[src/rtl/irw_pkg.sv]
package irw_pkg;

    localparam int BYTE_W = 8;

    typedef enum logic [2:0] {
        A_CTRL  = 3'd0,
        A_DEPTH = 3'd1,
        A_TOL   = 3'd2,
        A_STAT  = 3'd3,
        A_WDATA = 3'd4,
        A_RDATA = 3'd5,
        A_RIDX  = 3'd6,
        A_COUNT = 3'd7
    } irw_addr_e;

    typedef struct packed {
        logic learn;     // bit 2
        logic wr_mode;   // bit 1
        logic match_en;  // bit 0
    } irw_ctrl_t;

    // one when two run-length bytes disagree: flag differs or duration off by more than tol
    function automatic logic byte_mismatch(input logic [BYTE_W-1:0] a,
                                           input logic [BYTE_W-1:0] b,
                                           input logic [BYTE_W-1:0] tol);
        logic [BYTE_W-1:0] da;
        logic [BYTE_W-1:0] db;
        logic [BYTE_W-1:0] diff;
        da   = {1'b0, a[BYTE_W-2:0]};
        db   = {1'b0, b[BYTE_W-2:0]};
        diff = (da > db) ? (da - db) : (db - da);
        return (a[BYTE_W-1] != b[BYTE_W-1]) || (diff > tol);
    endfunction

endpackage

[src/rtl/irw_store.sv]
module irw_store
    import irw_pkg::*;
#(
    parameter int DEPTH_MAX = 64,
    parameter int AW        = $clog2(DEPTH_MAX),
    parameter int CW        = AW + 1
) (
    input  logic              clk,
    input  logic              rst_n,
    input  logic              push,
    input  logic [BYTE_W-1:0] push_byte,
    input  logic              clear,
    input  logic              rd_adv,
    input  logic [AW-1:0]     cmp_idx,
    output logic [CW-1:0]     count,
    output logic [AW-1:0]     ridx,
    output logic [BYTE_W-1:0] rd_byte,
    output logic [BYTE_W-1:0] cmp_byte
);

    localparam logic [CW-1:0] FULL = CW'(DEPTH_MAX);

    typedef struct packed {
        logic [CW-1:0] count;
        logic [AW-1:0] ridx;
    } st_t;

    st_t st_d, st_q;
    logic [BYTE_W-1:0] mem_q [DEPTH_MAX];
    logic              do_push;
    logic [CW-1:0]     ridx_inc;

    assign do_push  = push && !clear && (st_q.count < FULL);
    assign ridx_inc = {1'b0, st_q.ridx} + CW'(1);

    always_comb begin
        st_d = st_q;
        if (clear) begin
            st_d.count = '0;
            st_d.ridx  = '0;
        end else begin
            if (do_push) st_d.count = st_q.count + CW'(1);
            if (rd_adv && st_q.count != '0)
                st_d.ridx = (ridx_inc >= st_q.count) ? '0 : ridx_inc[AW-1:0];
        end
    end

    always_ff @(posedge clk) begin
        if (!rst_n) st_q <= '0;
        else        st_q <= st_d;
    end

    always_ff @(posedge clk) begin
        if (do_push) mem_q[st_q.count[AW-1:0]] <= push_byte;
    end

    assign count    = st_q.count;
    assign ridx     = st_q.ridx;
    assign rd_byte  = mem_q[st_q.ridx];
    assign cmp_byte = mem_q[cmp_idx];

    AST_COUNT_BOUND: assert property (@(posedge clk) disable iff (!rst_n)
        st_q.count <= FULL);
    AST_RIDX_IN_RANGE: assert property (@(posedge clk) disable iff (!rst_n)
        (st_q.count != '0) |-> ({1'b0, st_q.ridx} < st_q.count));
    AST_RIDX_EMPTY: assert property (@(posedge clk) disable iff (!rst_n)
        (st_q.count == '0) |-> (st_q.ridx == '0));
    AST_EMPTY_BY_CLEAR: assert property (@(posedge clk) disable iff (!rst_n)
        (clear == 1'b0 && st_q.count != '0) |=> (st_q.count != '0));

endmodule

[src/rtl/irw_match.sv]
module irw_match
    import irw_pkg::*;
#(
    parameter int CW      = 7,
    parameter int DUR_TOL = 1
) (
    input  logic              clk,
    input  logic              rst_n,
    input  logic              enable,
    input  logic              samp_valid,
    input  logic [BYTE_W-1:0] samp_byte,
    input  logic [CW-1:0]     depth,
    input  logic [CW-1:0]     tol,
    input  logic [CW-1:0]     count,
    input  logic [BYTE_W-1:0] pat_byte,
    output logic [CW-1:0]     pat_idx,
    output logic              wake
);

    typedef struct packed {
        logic          active;
        logic [CW-1:0] pos;
        logic [CW:0]   miss;
        logic          wake;
    } mt_t;

    mt_t mt_d, mt_q;
    logic [CW-1:0] cur_pos;
    logic [CW:0]   cur_miss;
    logic          mis;

    always_comb begin
        mt_d      = mt_q;
        mt_d.wake = 1'b0;
        cur_pos   = mt_q.active ? mt_q.pos : '0;
        mis       = (cur_pos >= count) ||
                    byte_mismatch(samp_byte, pat_byte, BYTE_W'(DUR_TOL));
        cur_miss  = (mt_q.active ? mt_q.miss : '0) + {{CW{1'b0}}, mis};
        if (!enable || depth == '0) begin
            mt_d.active = 1'b0;
            mt_d.pos    = '0;
            mt_d.miss   = '0;
        end else if (samp_valid && (mt_q.active || samp_byte[BYTE_W-1])) begin
            if (cur_miss > {1'b0, tol}) begin
                mt_d.active = 1'b0;
                mt_d.pos    = '0;
                mt_d.miss   = '0;
            end else if (cur_pos + CW'(1) == depth) begin
                mt_d.wake   = 1'b1;
                mt_d.active = 1'b0;
                mt_d.pos    = '0;
                mt_d.miss   = '0;
            end else begin
                mt_d.active = 1'b1;
                mt_d.pos    = cur_pos + CW'(1);
                mt_d.miss   = cur_miss;
            end
        end
    end

    always_ff @(posedge clk) begin
        if (!rst_n) mt_q <= '0;
        else        mt_q <= mt_d;
    end

    assign pat_idx = cur_pos;
    assign wake    = mt_q.wake;

    AST_WAKE_AFTER_SAMPLE: assert property (@(posedge clk) disable iff (!rst_n)
        mt_q.wake |-> $past(samp_valid));
    AST_WAKE_NEEDS_ENABLE: assert property (@(posedge clk) disable iff (!rst_n)
        mt_q.wake |-> $past(enable));
    AST_IDLE_WHEN_OFF: assert property (@(posedge clk) disable iff (!rst_n)
        !enable |=> !mt_q.active);

endmodule

[src/rtl/ir_wake_matcher.sv]
module ir_wake_matcher
    import irw_pkg::*;
#(
    parameter int DEPTH_MAX = 64,
    parameter int DUR_TOL   = 1
) (
    input  logic       clk,
    input  logic       rst_n,
    input  logic       host_wr,
    input  logic       host_rd,
    input  logic [2:0] host_addr,
    input  logic [7:0] host_wdata,
    output logic [7:0] host_rdata,
    input  logic       samp_valid,
    input  logic [7:0] samp_byte,
    output logic       wake_o,
    output logic       wake_status_o
);

    localparam int AW = $clog2(DEPTH_MAX);
    localparam int CW = AW + 1;

    typedef struct packed {
        irw_ctrl_t     ctrl;
        logic [CW-1:0] depth;
        logic [CW-1:0] tol;
        logic          stat;
    } rg_t;

    rg_t rg_d, rg_q;

    logic              host_push, learn_push, push, clear, rd_adv, enable, wake;
    logic [BYTE_W-1:0] push_byte, rd_byte, cmp_byte;
    logic [CW-1:0]     count, pat_idx;
    logic [AW-1:0]     ridx;

    assign host_push  = host_wr && (host_addr == A_WDATA) && rg_q.ctrl.wr_mode;
    assign learn_push = samp_valid && rg_q.ctrl.learn && !host_push;
    assign push       = host_push || learn_push;
    assign push_byte  = host_push ? host_wdata : samp_byte;
    assign clear      = host_wr && (host_addr == A_COUNT) && host_wdata[0] && rg_q.ctrl.learn;
    assign rd_adv     = host_rd && (host_addr == A_RDATA);
    assign enable     = rg_q.ctrl.match_en && !rg_q.ctrl.learn;

    always_comb begin
        rg_d = rg_q;
        if (host_wr) begin
            case (host_addr)
                A_CTRL:  rg_d.ctrl  = irw_ctrl_t'(host_wdata[2:0]);
                A_DEPTH: rg_d.depth = host_wdata[CW-1:0];
                A_TOL:   rg_d.tol   = host_wdata[CW-1:0];
                A_STAT:  if (host_wdata[0]) rg_d.stat = 1'b0;
                default: ;
            endcase
        end
        if (wake) rg_d.stat = 1'b1;
    end

    always_ff @(posedge clk) begin
        if (!rst_n) rg_q <= '0;
        else        rg_q <= rg_d;
    end

    always_comb begin
        case (host_addr)
            A_CTRL:  host_rdata = {5'd0, rg_q.ctrl};
            A_DEPTH: host_rdata = 8'(rg_q.depth);
            A_TOL:   host_rdata = 8'(rg_q.tol);
            A_STAT:  host_rdata = {7'd0, rg_q.stat};
            A_RDATA: host_rdata = rd_byte;
            A_RIDX:  host_rdata = 8'(ridx);
            A_COUNT: host_rdata = 8'(count);
            default: host_rdata = 8'd0;
        endcase
    end

    irw_store #(.DEPTH_MAX(DEPTH_MAX), .AW(AW), .CW(CW)) u_store (
        .clk(clk), .rst_n(rst_n), .push(push), .push_byte(push_byte),
        .clear(clear), .rd_adv(rd_adv), .cmp_idx(pat_idx[AW-1:0]),
        .count(count), .ridx(ridx), .rd_byte(rd_byte), .cmp_byte(cmp_byte)
    );

    irw_match #(.CW(CW), .DUR_TOL(DUR_TOL)) u_match (
        .clk(clk), .rst_n(rst_n), .enable(enable), .samp_valid(samp_valid),
        .samp_byte(samp_byte), .depth(rg_q.depth), .tol(rg_q.tol),
        .count(count), .pat_byte(cmp_byte), .pat_idx(pat_idx), .wake(wake)
    );

    assign wake_o        = wake;
    assign wake_status_o = rg_q.stat;

    AST_WAKE_LATCHES: assert property (@(posedge clk) disable iff (!rst_n)
        wake |=> rg_q.stat);
    AST_CLEAR_IN_LEARN: assert property (@(posedge clk) disable iff (!rst_n)
        (count == '0 && $past(count) != '0) |-> $past(rg_q.ctrl.learn));
    AST_NO_WAKE_LEARNING: assert property (@(posedge clk) disable iff (!rst_n)
        wake |-> !$past(rg_q.ctrl.learn));
    AST_LOCKED_WRITE: assert property (@(posedge clk) disable iff (!rst_n)
        (host_wr && host_addr == A_WDATA && !rg_q.ctrl.wr_mode && !learn_push)
        |=> $stable(count));

endmodule

[config.mk]
export PLATFORM = sky130hd
export DESIGN_NAME = ir_wake_matcher
export DESIGN_NICKNAME = d
export VERILOG_FILES = /design/src/rtl/irw_pkg.sv /design/src/rtl/irw_store.sv /design/src/rtl/irw_match.sv /design/src/rtl/ir_wake_matcher.sv
export SDC_FILE = /design/constraint.sdc
export NUM_CORES = 1
export LEC_CHECK = 0
export ABC_AREA = 1
export BUFFER_PORTS_ARGS = -buffer_cell sky130_fd_sc_hd__buf_2
export CELL_PAD_IN_SITES_DETAIL_PLACEMENT = 1
export CELL_PAD_IN_SITES_GLOBAL_PLACEMENT = 1
export CORE_MARGIN = 1
export CORE_UTILIZATION = 53
export CTS_BUF_LIST = sky130_fd_sc_hd__clkbuf_8 sky130_fd_sc_hd__clkbuf_16
export DETAILED_ROUTE_END_ITERATION = 10
export PLACE_DENSITY_LB_ADDON = 0.1
export SLEW_MARGIN = 20
export SYNTH_ARGS = -nofsm -noshare
export SYNTH_HDL_FRONTEND = slang
export SYNTH_HIERARCHICAL = 1
export SYNTH_SLANG_ARGS = --single-unit
[constraint.sdc]
create_clock -name clk -period 13.13 [get_ports clk]
set_input_delay 2.626 -clock clk [delete_from_list [all_inputs] [get_ports clk]]
set_output_delay 2.626 -clock clk [all_outputs]
set_load 0.02 [all_outputs]
# Word level (Yosys, flattened, before mapping)
# Memories as Yosys holds them, arrays and structs flattened. A register that Yosys moved wholly into a read port is not among the register bits.
# Cells that the tools add are included.
# op_classes
add_sub_neg	6
n_lt_le_gt_ge	6
n_eq_ne	9
mux	17
bitwise_logic	2
reduce_logical	35
# ops
operator	n
one-hot mux 8 bit (7 select lines)	1
two-way mux 16 bit	2
two-way mux 8 bit	3
two-way mux 6 bit	3
subtractor 7 x 7 -> 8 bit	2
adder 7 x 1 -> 7 bit, second input constant	2
>= comparator 7 bit	2
logical AND 1 bit	13
== test 3 bit, second input constant	4
adder 8 x 1 -> 8 bit	1
greater-than comparator 8 x 1 -> 1 bit, second input constant	1
greater-than comparator 8 x 7 -> 1 bit	1
adder 6 x 1 -> 7 bit, second input constant	1
== test 7 bit	1
greater-than comparator 7 bit	1
logical NOT 7 bit	1
less-than comparator 7 bit, second input constant	1
two-way mux 1 bit	7
two-way mux 7 bit	1
nonzero test 7 bit	1
== test 3 x 2 -> 1 bit, second input constant	2
AND reduction 2 bit	3
nonzero test 2 bit	3
logical OR 1 bit	5
other kinds (8)	13
# word_totals
regBits	48
ram_bits	512
in_bits	24
out_inout_bits	10
word_cells	88
mem_count	1
# memory_table
name	depth	word_bits	rd	rd_clocked_by_memory_dff	write_ports	line	text
u_store.mem_q	64	8	2	1	1	irw_store.sv:29	logic [BYTE_W-1:0] mem_q [DEPTH_MAX];

# Logic depth before layout (Yosys ltp)
# Gate-level depths: netlist of run 1.
# logic_depth
depth_word	10
ltp_mapped	46
ltp_nobuf	42

# Cells and area by module
# The synthesis of run 1 kept the hierarchy.
# by_module_without_submodules
mod	n_inst	cells_per_inst	area_per_inst_um2	seq_area_each_um2
irw_store	1	3112	27487.6	15755.1
irw_match	1	360	2252.2	340.3
ir_wake_matcher	1	232	1346.3	360.3

# Worst setup path after synthesis of run 1
# OpenSTA, ideal clock, no wires.
# synth_path
path_kind	input-to-reg
startpoint	input host_addr[1]
endpoint	memory u_store.mem_q[0][0] (data pin)
setup_ns	0.702
arrival_ns	5.812
required_time_ns	12.428
slack_ns	6.616
stages	5
n_path_buf	2
path_cell_list	buf_4 nor2_4 nand4_4 buf_2 o21ai_0
# synth_via
elab_chain_len	4
# synth_lines
item	line	text
start: declaration	ir_wake_matcher.sv:11	input logic [2:0] host_addr,
== test 3 bit	ir_wake_matcher.sv:37	assign host_push = host_wr && (host_addr == A_WDATA) && rg_q.ctrl.wr_mode;
logical AND 1 bit (2 in a row)	ir_wake_matcher.sv:37	
two-way mux 8 bit	ir_wake_matcher.sv:40	assign push_byte = host_push ? host_wdata : samp_byte;
via push_byte[0]	ir_wake_matcher.sv:33	logic [BYTE_W-1:0] push_byte, rd_byte, cmp_byte;
end: declaration	irw_store.sv:29	
# The timed path passes the listed nets, and every way through them passes these cells.

# Worst setup path after layout of run 1
# layout_path
startpoint	register u_match/mt_q[16] in the netlist's numbering
endpoint	register u_match/mt_q[16] in the netlist's numbering
# layout_via
elab_chain_len	10
word_cells_on_any_way	20
classes_between	add/sub: 4; order compare: 4; eq/ne: 2; mux: 5; reduce/logical: 4; memory: 1
# layout_lines
item	line	text
start: declaration	irw_match.sv:27	mt_t mt_d, mt_q;
start signal: assignment	irw_match.sv:63	else mt_q <= mt_d;
two-way mux 7 bit *	irw_match.sv:35	cur_pos = mt_q.active ? mt_q.pos : '0;
via pat_idx[0]	ir_wake_matcher.sv:34	logic [CW-1:0] count, pat_idx;
memory read (64 x 8 bit) *	n/a	
via cmp_byte[0]	ir_wake_matcher.sv:33	
subtractor 7 x 7 -> 8 bit or greater-than comparator 7 bit (tied branches)	irw_pkg.sv:31	diff = (da > db) ? (da - db) : (db - da);
two-way mux 8 bit *	irw_pkg.sv:31	
greater-than comparator 8 x 1 -> 1 bit *	irw_pkg.sv:32	return (a[BYTE_W-1] != b[BYTE_W-1]) || (diff > tol);
logical OR 1 bit *	irw_pkg.sv:32	
logical OR 1 bit *	irw_match.sv:36	mis = (cur_pos >= count) ||
adder 8 x 1 -> 8 bit *	irw_match.sv:38	cur_miss = (mt_q.active ? mt_q.miss : '0) + {{CW{1'b0}}, mis};
greater-than comparator 8 x 7 -> 1 bit *	irw_match.sv:44	if (cur_miss > {1'b0, tol}) begin
two-way mux 16 bit *	irw_match.sv:44	
# Mark *: on every way through the listed nets, which the timed path passes. The rest lies on a longest branch.
# A chain may end at the register's enable or synchronous reset.

==> results.json, run 1 <==
{
  "final_cell_area_um2": 32800,
  "die_w_um": 244,
  "place_ws_ns": 5.01,
  "async_flop_share": 0,
  "fin_tns_setup_ns": 0,
  "fin_nets": 3665,
  "setup_viol": 0,
  "multi_input_area_um2": 12500,
  "rsz0062_at_grt": "false",
  "place_area_um2": 30900,
  "hold_buffers": 0,
  "fmax_ghz": 0.122,
  "synth_edf_count": 512,
  "ys_ff_latch": 566,
  "path_max_fanout": 113,
  "tightest_slew_ns": 1.24,
  "cts_made_buffers": 61,
  "cts_setup_buffers": 0,
  "initial_core_util": 0.538,
  "gp_congestion": 0.932,
  "wl_mm": 115,
  "vias_per_cell": 6.41,
  "grt_pass1_vias": 29123,
  "synth_area_um2": 31100,
  "peakVddDrop_uv": 109,
  "htreeDepth": 2,
  "synthDistinctLibCells": 48,
  "diodes": 0,
  "clock_skew_ns": 0.0247,
  "grt_max_degree": 129,
  "root_buffer": "clkbuf_16",
  "cp_common_cell": "nand2_1",
  "period_share": 0.625,
  "leakage_nw": 12.9,
  "grt_pass1_wl_mm": 173,
  "fin_crit_ns": 8.21,
  "clock_latency_ns": 0.66,
  "coreArea_um2": 57800,
  "dieHeight_um": 244,
  "path_clk_slew_ns": 0.06,
  "ff_latch_area_um2": 16500,
  "synthesis.instances": 3704,
  "die-area_um2": 59600,
  "arrival_ns": 8.72,
  "cpMaxStageDelayCell": "buf_4",
  "finalWorstSetupSlack_ns": 4.92,
  "maxSlewViolCount": 0,
  "fillers": 6882,
  "drtAntennaViolNets": 0,
  "dp.final_hpwl_mm": 69.9,
  "max-clock-path-buffers": 3,
  "cts_tree": "done",
  "ys.flop_type": "edfxtp_1",
  "drc": 0,
  "cap_violations": 0,
  "vias": 28307,
  "synth_fp_nets": 3771,
  "slew_headroom": 0.173,
  "antenna_found_initial": 4,
  "first_pass_iters": 5,
  "synth_top_cells_by_count": "nand2_1 (1475), nand3_1 (926), edfxtp_1 (512)",
  "rows": 88,
  "cts_sinks": 566,
  "placed_cells": 4300,
  "grt_use_total": 0.382,
  "ys_seq_area_frac": 0.529,
  "synth_most_common_cell": "nand2_1",
  "avgSynthCellArea_um2": 8.39,
  "pwr_density_cell_nw_per_um2": 115,
  "drive_above_1_share": 0.0576,
  "outcome": "finished clean",
  "hp-class": "register to register",
  "synth_area_leader_cell": "edfxtp_1",
  "worstSetupPathType": "register to register",
  "cp_data_required_time_ns": 13.65,
  "area_delta_synth_final_pct": 5.64,
  "overflow": 0,
  "wl_per_cell_um": 26.0,
  "netlist.area_leader.share": 0.495,
  "hold_viol": 0,
  "crit_path_max_incr_delay_ns": 0.87,
  "portBuffers": 33,
  "ctsResizeCount": 0,
  "r2r_slack_ns": 4.92,
  "final_cells": 4414,
  "drt_iter0_markers": 3375,
  "synth_area_leaders": "edfxtp_1 (49%), nand2_1 (18%), nand3_1 (15%)",
  "yosys_warnings": 6,
  "boundaryPins": 34,
  "startpoint_type": "register",
  "endpoint_kind": "register"
}
==> metal layers <==
metal  up-vias  wire, um  global-route usage
met5         -        36                   0
met4         6      5250               0.179
met3       366     10900              0.0600
met2      1612     54300               0.619
met1     14011     44500               0.503
li1      12312         -                   -
==> path summary, 6_finish.rpt <==
| path | from | depth (start not counted) | end |
|---|---|---|---|
| worst max-delay path | u_match/mt_q[16]$_SDFFE_PP0P_ | 42 | u_match/mt_q[16]$_SDFFE_PP0P_ |
| worst min-delay path | u_match/mt_q[8]$_SDFFE_PP0P_ | 2 | u_match/mt_q[8]$_SDFFE_PP0P_ |
| worst max register to register | u_match/mt_q[16]$_SDFFE_PP0P_ | 42 | u_match/mt_q[16]$_SDFFE_PP0P_ |
| worst min register to register | u_match/mt_q[8]$_SDFFE_PP0P_ | 2 | u_match/mt_q[8]$_SDFFE_PP0P_ |
==> through the flow <==
step                power (mW)  utilization  hold slack [ns]
floorplan                 2.06            -            0.425
global placement          2.10        0.534            0.436
detailed placement        2.10        0.534            0.465
CTS                       3.78        0.568            0.474
global route              3.85        0.568            0.498
finish                    3.77        0.568            0.472
==> flip-flops by register name, summed over array words and instances (netlist names), named ones only <==
signal	flops
u_match/wake	1
u_match/mt_q	16
u_store/count	7
rg_q	17
u_store/mem_q	512
wake_status_o	1
u_store/ridx	6
==> where the power goes <==
part	total, mW	internal (mW)	switching (mW)
registers	1.97	1.96	0.00300
clock network	1.70	0.951	0.751
logic	0.101	0.0217	0.0796
total	3.77	2.94	0.833
==> kinds of logic (layout without fill, tap and decap cells) <==
| family | Yosys count | count (layout) | synth area share |
|---|---|---|---|
| and+or+nand+nor | 2621 | 2621 | 0.362 |
| DFF | 566 | 566 | 0.529 |
| buffers and inverters | 378 | 323 | 0.0723 |
| AOI/OAI and AO/OA | 83 | 83 | 0.0143 |
| adders and majority gates | 43 | 43 | 0.0178 |
| xor gates and xnor gates | 13 | 13 | 0.00435 |
==> area by class of cell <==
class / instances / share of cell area
clock buffer: 62 / 0.0472
clock inverter: 52 / 0.0119
inverter: 138 / 0.0168
multi-input combinational: 2760 / 0.380
sequential: 566 / 0.501
tap: 765 / 0.0291
timing repair buffer: 71 / 0.0137
==> placed cells by master (no fill, tap or decap), types with 9 or more instances in the layout <==
master | Yosys | final
buf_2 | 83 | 33
dfxtp_1 | 54 | 51
o21ai_0 | 20 | 18
nand4_1 | 47 | 47
a21oi_1 | 44 | 44
inv_1 | 125 | 134
ha_1 | 41 | 41
nand2_1 | 1475 | 1475
nor2_1 | 141 | 140
clkinv_1 | 1 | 15
edfxtp_1 | 512 | 512
clkbuf_16 | 0 | 62
nand3_1 | 926 | 926
inv_2 | 9 | 9
buf_4 | 43 | 38
clkinv_2 | 1 | 15
==> worst max-delay path, delay by kind of cell (launching register included) <==
kind	cells	cell delay, ns
fa+ha+maj	5	1.25
flops	1	0.81
simple gates	28	3.11
buf+inv	6	2.39
compound gates	3	0.38
Power figures use the tool's default switching activity.
==> run 2: changes to the inputs <==
- ABC_AREA: 1 -> 0
- CORE_UTILIZATION: 53 -> 55
- clock period: 13.13 -> 7.86 ns (I/O delays scaled with it)
==> results.json, run 2 <==
{
  "dp.final_hpwl_mm": 59.5,
  "initial_core_util": 0.556,
  "cap_violations": 0,
  "maxSlewViolCount": 0,
  "rows": 83,
  "clock_latency_ns": 0.64,
  "clock_skew_ns": 0.0191,
  "fin_nets": 1900,
  "cp_data_required_time_ns": 8.39,
  "netlist.area_leader.share": 0.539,
  "async_flop_share": 0,
  "path_clk_slew_ns": 0.06,
  "leakage_nw": 9.58,
  "yosys_warnings": 6,
  "fillers": 4589,
  "path_max_fanout": 15,
  "path_delay_family": "compound AO/OA/AOI/OAI gates",
  "slew_headroom": 0.191,
  "synthesis.instances": 1798,
  "drive_above_1_share": 0.268,
  "area_delta_synth_final_pct": 10.0,
  "placed_cells": 2446,
  "drtAntennaViolNets": 0,
  "synthAdderAreaFrac": 0.0194,
  "holdWs_ns": 0.452,
  "ys_seq_area_frac": 0.577,
  "ff_latch_area_um2": 16500,
  "cts_tree": "done",
  "period_share": 0.962,
  "crit_path_max_incr_delay_ns": 0.65,
  "path_buf_inv": 2,
  "synth_area_um2": 28500,
  "max-clock-path-buffers": 3,
  "min-delay-start": "u_match/mt_q[8]$_SDFFE_PP0P_",
  "synthDistinctLibCells": 79,
  "synth_mux_area_frac": 0.243,
  "synth_most_common_cell": "edfxtp_1",
  "gp_congestion": 0.918,
  "cts_made_buffers": 60,
  "startpoint_type": "register",
  "final_common_cell": "edfxtp_1",
  "cts_sinks": 566,
  "final_cell_area_um2": 31400,
  "vias_per_cell": 6.98,
  "cp_common_cell": "a21oi_1",
  "arrival_ns": 8.09,
  "antenna_found_initial": 3,
  "power.total_mw": 6.22,
  "setup_viol": 0,
  "root_buffer": "clkbuf_16",
  "first_pass_iters": 5,
  "die_w_um": 230,
  "grt_use_total": 0.338,
  "synth_area_leader_cell": "edfxtp_1",
  "place_area_um2": 29400,
  "avgSynthCellArea_um2": 15.9,
  "outcome": "finished clean",
  "fmax_ghz": 0.132,
  "synth_edf_count": 512,
  "multi_input_area_um2": 11300,
  "synth_top_family_by_area": "multiplexers",
  "coreArea_um2": 51300,
  "vias": 17887,
  "die-area_um2": 52800,
  "largest_reg_flops": 512,
  "hold_viol": 0,
  "synth_xor_area_frac": 0.00952,
  "grt_pass1_wl_mm": 128,
  "cpMaxStageDelayCell": "nand2b_1",
  "grt_max_degree": 65,
  "drt_iter0_markers": 1839,
  "synth_fp_nets": 1865,
  "yosys.area_share.simple": 0.0597,
  "wl_per_cell_um": 34.3,
  "grt_pass1_vias": 18396,
  "dieHeight_um": 230,
  "synth_area_leaders": "edfxtp_1 (54%), mux4_2 (17%), mux2i_1 (4.7%)",
  "diodes": 0,
  "synth_compound_area_frac": 0.0616,
  "peakVddDrop_uv": 218,
  "tightest_slew_ns": 1.21,
  "mostFrequentLayoutCells": "edfxtp_1 (512), mux4_2 (215), mux2i_1 (133)",
  "ys_ff_latch": 566,
  "critPathLaunch": "u_match/mt_q[16]$_SDFFE_PP0P_",
  "overflow": 0,
  "reg2reg_from": "u_match/mt_q[16]$_SDFFE_PP0P_",
  "ys.flop_type": "edfxtp_1",
  "final_cells": 2564,
  "portBuffers": 33,
  "drc": 0,
  "fin_crit_ns": 7.56,
  "boundaryPins": 34,
  "endpoint_kind": "register",
  "worstSetupPathType": "register to register",
  "synth_top_cells_by_count": "edfxtp_1 (512), mux4_2 (215), mux2i_1 (133)",
  "hold_buffers": 0,
  "wl_mm": 87.9,
  "hp-class": "register to register",
  "pwr_density_cell_nw_per_um2": 198,
  "htreeDepth": 2
}
run 2: worst paths after layout:
kind,end,slack [ns],cells after the start
worst max-delay path,u_match/mt_q[3]$_SDFFE_PP0P_,0.30,29
worst min-delay path,u_match/mt_q[8]$_SDFFE_PP0P_,0.45,2
worst max register to register,u_match/mt_q[3]$_SDFFE_PP0P_,0.30,29
worst min register to register,u_match/mt_q[8]$_SDFFE_PP0P_,0.45,2
run 2: cell type report:
cell class	count	area share
tap	680	0.0271
inverter	47	0.00606
clock buffer	61	0.0486
timing repair buffer	86	0.0207
clock inverter	52	0.0129
sequential	566	0.525
multi-input combinational	1072	0.360
run 2: cells by family after synthesis:
logic type,count (synthesis)
buf+inv,160
compound gates,250
fa+ha+maj,43
mux,413
simple gates,335
flops,566
xor+xnor,31
run 2: power breakdown:
| part | total (mW) | internal, mW | switching (mW) |
|---|---|---|---|
| Clock | 2.80 | 1.57 | 1.23 |
| Sequential | 3.28 | 3.28 | 0.00343 |
| Combinational | 0.138 | 0.0364 | 0.101 |
| Total | 6.22 | 4.89 | 1.33 |
run 2: worst register-to-register path, delay by kind of cell (launching register included):
family,cells,cell delay (ns)
and+or+nand+nor,8,1.89
adders and majority gates,4,1.22
DFF,1,0.51
xor gates and xnor gates,1,0.18
buffers and inverters,2,0.40
AOI/OAI and AO/OA,13,3.15
muxes,1,0.10
run 2: timing repair:
action,4_1_cts,5_1_grt
setup buffers,0,5
setup endpoints to repair,0,15
resized for setup,0,8
run 2: metal layers:
metal / share of wire / wire length (um) / up-vias / GRT usage
li1: - / - / 7356 / -
met1: 0.39 / 34100 / 9487 / 0.452
met2: 0.50 / 43500 / 869 / 0.564
met3: 0.077 / 6730 / 171 / 0.0485
met4: 0.040 / 3550 / 4 / 0.127
met5: 0.00025 / 22 / - / 0
run 2: stage by stage:
step	util	TNS, ns	setup WS [ns]
after CTS	0.610	0	0.0481
after detailed placement	0.572	0	0.127
after global placement	0.572	0	0.298
after global routing	0.612	-0.00123	-0.00123
final	0.612	0	0.301
after floorplan	-	0	1.52
==> run 3: changes to the inputs <==
- SLEW_MARGIN: 20 -> default
- SYNTH_HIERARCHICAL: 1 -> default
==> results.json, run 3 <==
{
  "outcome": "finished clean",
  "path_max_fanout": 18,
  "setup_viol": 0,
  "ys_seq_area_frac": 0.584,
  "cap_violations": 0,
  "path_clk_slew_ns": 0.06,
  "tightest_slew_ns": 1.41,
  "area_delta_synth_final_pct": 10.5,
  "dp.final_hpwl_mm": 65.3,
  "first_pass_iters": 6,
  "pwr_density_cell_nw_per_um2": 196,
  "boundaryPins": 34,
  "fmax_ghz": 0.131,
  "maxSlewViolCount": 0,
  "largest_reg_flops": 512,
  "grt_pass1_wl_mm": 138,
  "vias": 18570,
  "arrival_ns": 8.16,
  "peakVddDrop_uv": 204,
  "wl_per_cell_um": 38.2,
  "synth_area_leaders": "edfxtp_1 (55%), mux4_2 (19%), dfxtp_1 (3.8%)",
  "max-clock-path-buffers": 3,
  "die_w_um": 228,
  "placed_cells": 2402,
  "cts_made_buffers": 59,
  "synth_fp_nets": 1819,
  "fin_crit_ns": 7.61,
  "overflow": 0,
  "antenna_found_initial": 2,
  "synth_area_um2": 28200,
  "portBuffers": 33,
  "async_flop_share": 0,
  "coreArea_um2": 50400,
  "cts_sinks": 566,
  "holdWs_ns": 0.464,
  "cp.depth": 31,
  "avgSynthCellArea_um2": 16.1,
  "root_buffer": "clkbuf_16",
  "cts_tree": "done",
  "hold_viol": 0,
  "ff_latch_area_um2": 16500,
  "rows": 82,
  "ys.flop_type": "edfxtp_1",
  "synthDistinctLibCells": 65,
  "ff2ff_path_depth": 31,
  "htreeDepth": 2,
  "fin_tns_setup_ns": 0,
  "rsz0062_at_grt": "false",
  "grt_use_total": 0.373,
  "drt_iter0_markers": 2725,
  "yosys_warnings": 0,
  "holdPathStages": 2,
  "clock_latency_ns": 0.65,
  "synth_top_cells_by_count": "edfxtp_1 (512), mux4_2 (243), nor2_1 (129)",
  "period_share": 0.968,
  "initial_core_util": 0.559,
  "die-area_um2": 52100,
  "grt_pass1_vias": 18658,
  "final_common_cell": "edfxtp_1",
  "grt_max_degree": 65,
  "ys_ff_latch": 566,
  "multi_input_area_um2": 11100,
  "synth_area_leader_cell": "edfxtp_1",
  "drive_above_1_share": 0.270,
  "path_delay_family": "compound AO/OA/AOI/OAI gates",
  "cp_data_required_time_ns": 8.41,
  "drc": 0,
  "path_buf_inv": 3,
  "fillers": 4492,
  "drtAntennaViolNets": 0,
  "synth_most_common_cell": "edfxtp_1",
  "hp-class": "register to register",
  "cpMaxStageDelayCell": "a222oi_1",
  "mostFrequentLayoutCells": "edfxtp_1 (512), mux4_2 (243), nor2_1 (129)",
  "wl_mm": 95.7,
  "worstSetupPathType": "register to register",
  "final_cells": 2507,
  "leakage_nw": 9.60,
  "synth_edf_count": 512,
  "fin_nets": 1858,
  "endpoint_kind": "register",
  "cp_common_cell": "ha_1",
  "dieHeight_um": 228,
  "netlist.area_leader.share": 0.546,
  "startpoint_type": "register",
  "gp_congestion": 0.961,
  "slew_headroom": 0.0608,
  "vias_per_cell": 7.41,
  "clock_skew_ns": 0.0271,
  "synthesis.instances": 1752,
  "crit_path_max_incr_delay_ns": 0.57
}
==> run 3: cell types whose count changed in the layout (fill, tap and decap cells not counted), sizes merged, moves of 20 or more <==
cell and delta:
o221ai +20, mux4 +28, nand2 +46, o22ai -35
o221a +22, mux2 -27, mux2i -39
==> run 3: layer usage <==
layer	global-route usage	share of wire
met3	0.0889	0.11
met5	0	0
met1	0.531	0.39
met4	0.130	0.038
met2	0.570	0.46
==> run 3: layout make-up <==
class | count | share of cell area
clock buffers | 59 | 0.0474
multi-input cells | 1030 | 0.356
inverters | 38 | 0.00482
clock inverters | 45 | 0.0111
repair buffers | 96 | 0.0246
flip-flops and latches | 566 | 0.529
well taps | 672 | 0.0270
diodes | 1 | 0.0000804
==> run 3: worst min-delay path, delay by kind of cell, from the launching register on <==
family           cells  cell delay [ns]
DFF                  1             0.32
and+or+nand+nor      2             0.10
==> run 3: cells by family after synthesis <==
kind of cell	synth area share
muxes	0.243
DFF	0.584
AOI/OAI and AO/OA	0.0619
buffers and inverters	0.0244
and+or+nand+nor	0.0574
adders and majority gates	0.0196
xor gates and xnor gates	0.00920
==> run 3: final timing paths <==
path	startpoint	to	slack (ns)
max	u_match.mt_q[9]$_SDFFE_PP0P_	u_match.mt_q[11]$_SDFFE_PP0P_	0.25
min	u_match.mt_q[8]$_SDFFE_PP0P_	u_match.mt_q[8]$_SDFFE_PP0P_	0.46
max reg2reg	u_match.mt_q[9]$_SDFFE_PP0P_	u_match.mt_q[11]$_SDFFE_PP0P_	0.25
min reg2reg	u_match.mt_q[8]$_SDFFE_PP0P_	u_match.mt_q[8]$_SDFFE_PP0P_	0.46
==> run 3: metrics by stage <==
stage	power [mW]	worst slack, ns	area, um2	utilization
after floorplan	3.42	1.07	28200	-
after CTS	6.12	0.0514	31000	0.616
after global placement	3.47	0.115	29200	0.579
after detailed placement	3.47	0.00900	29200	0.579
after global routing	6.21	0.00569	31100	0.618
final	6.10	0.251	31100	0.618
==> run 3: power by group <==
group	internal, mW	switching [mW]
logic	0.0334	0.0962
registers	3.28	0.00300
clock network	1.49	1.20
total	4.80	1.30
==> run 3: what timing repair did <==
action	4_1_cts	5_1_grt
setup buffers	0	0
endpoints found under the setup margin	6	15
pin swaps	0	3
hold buffers	0	0
resized for setup	2	29
endpoints found under the hold margin	0	0
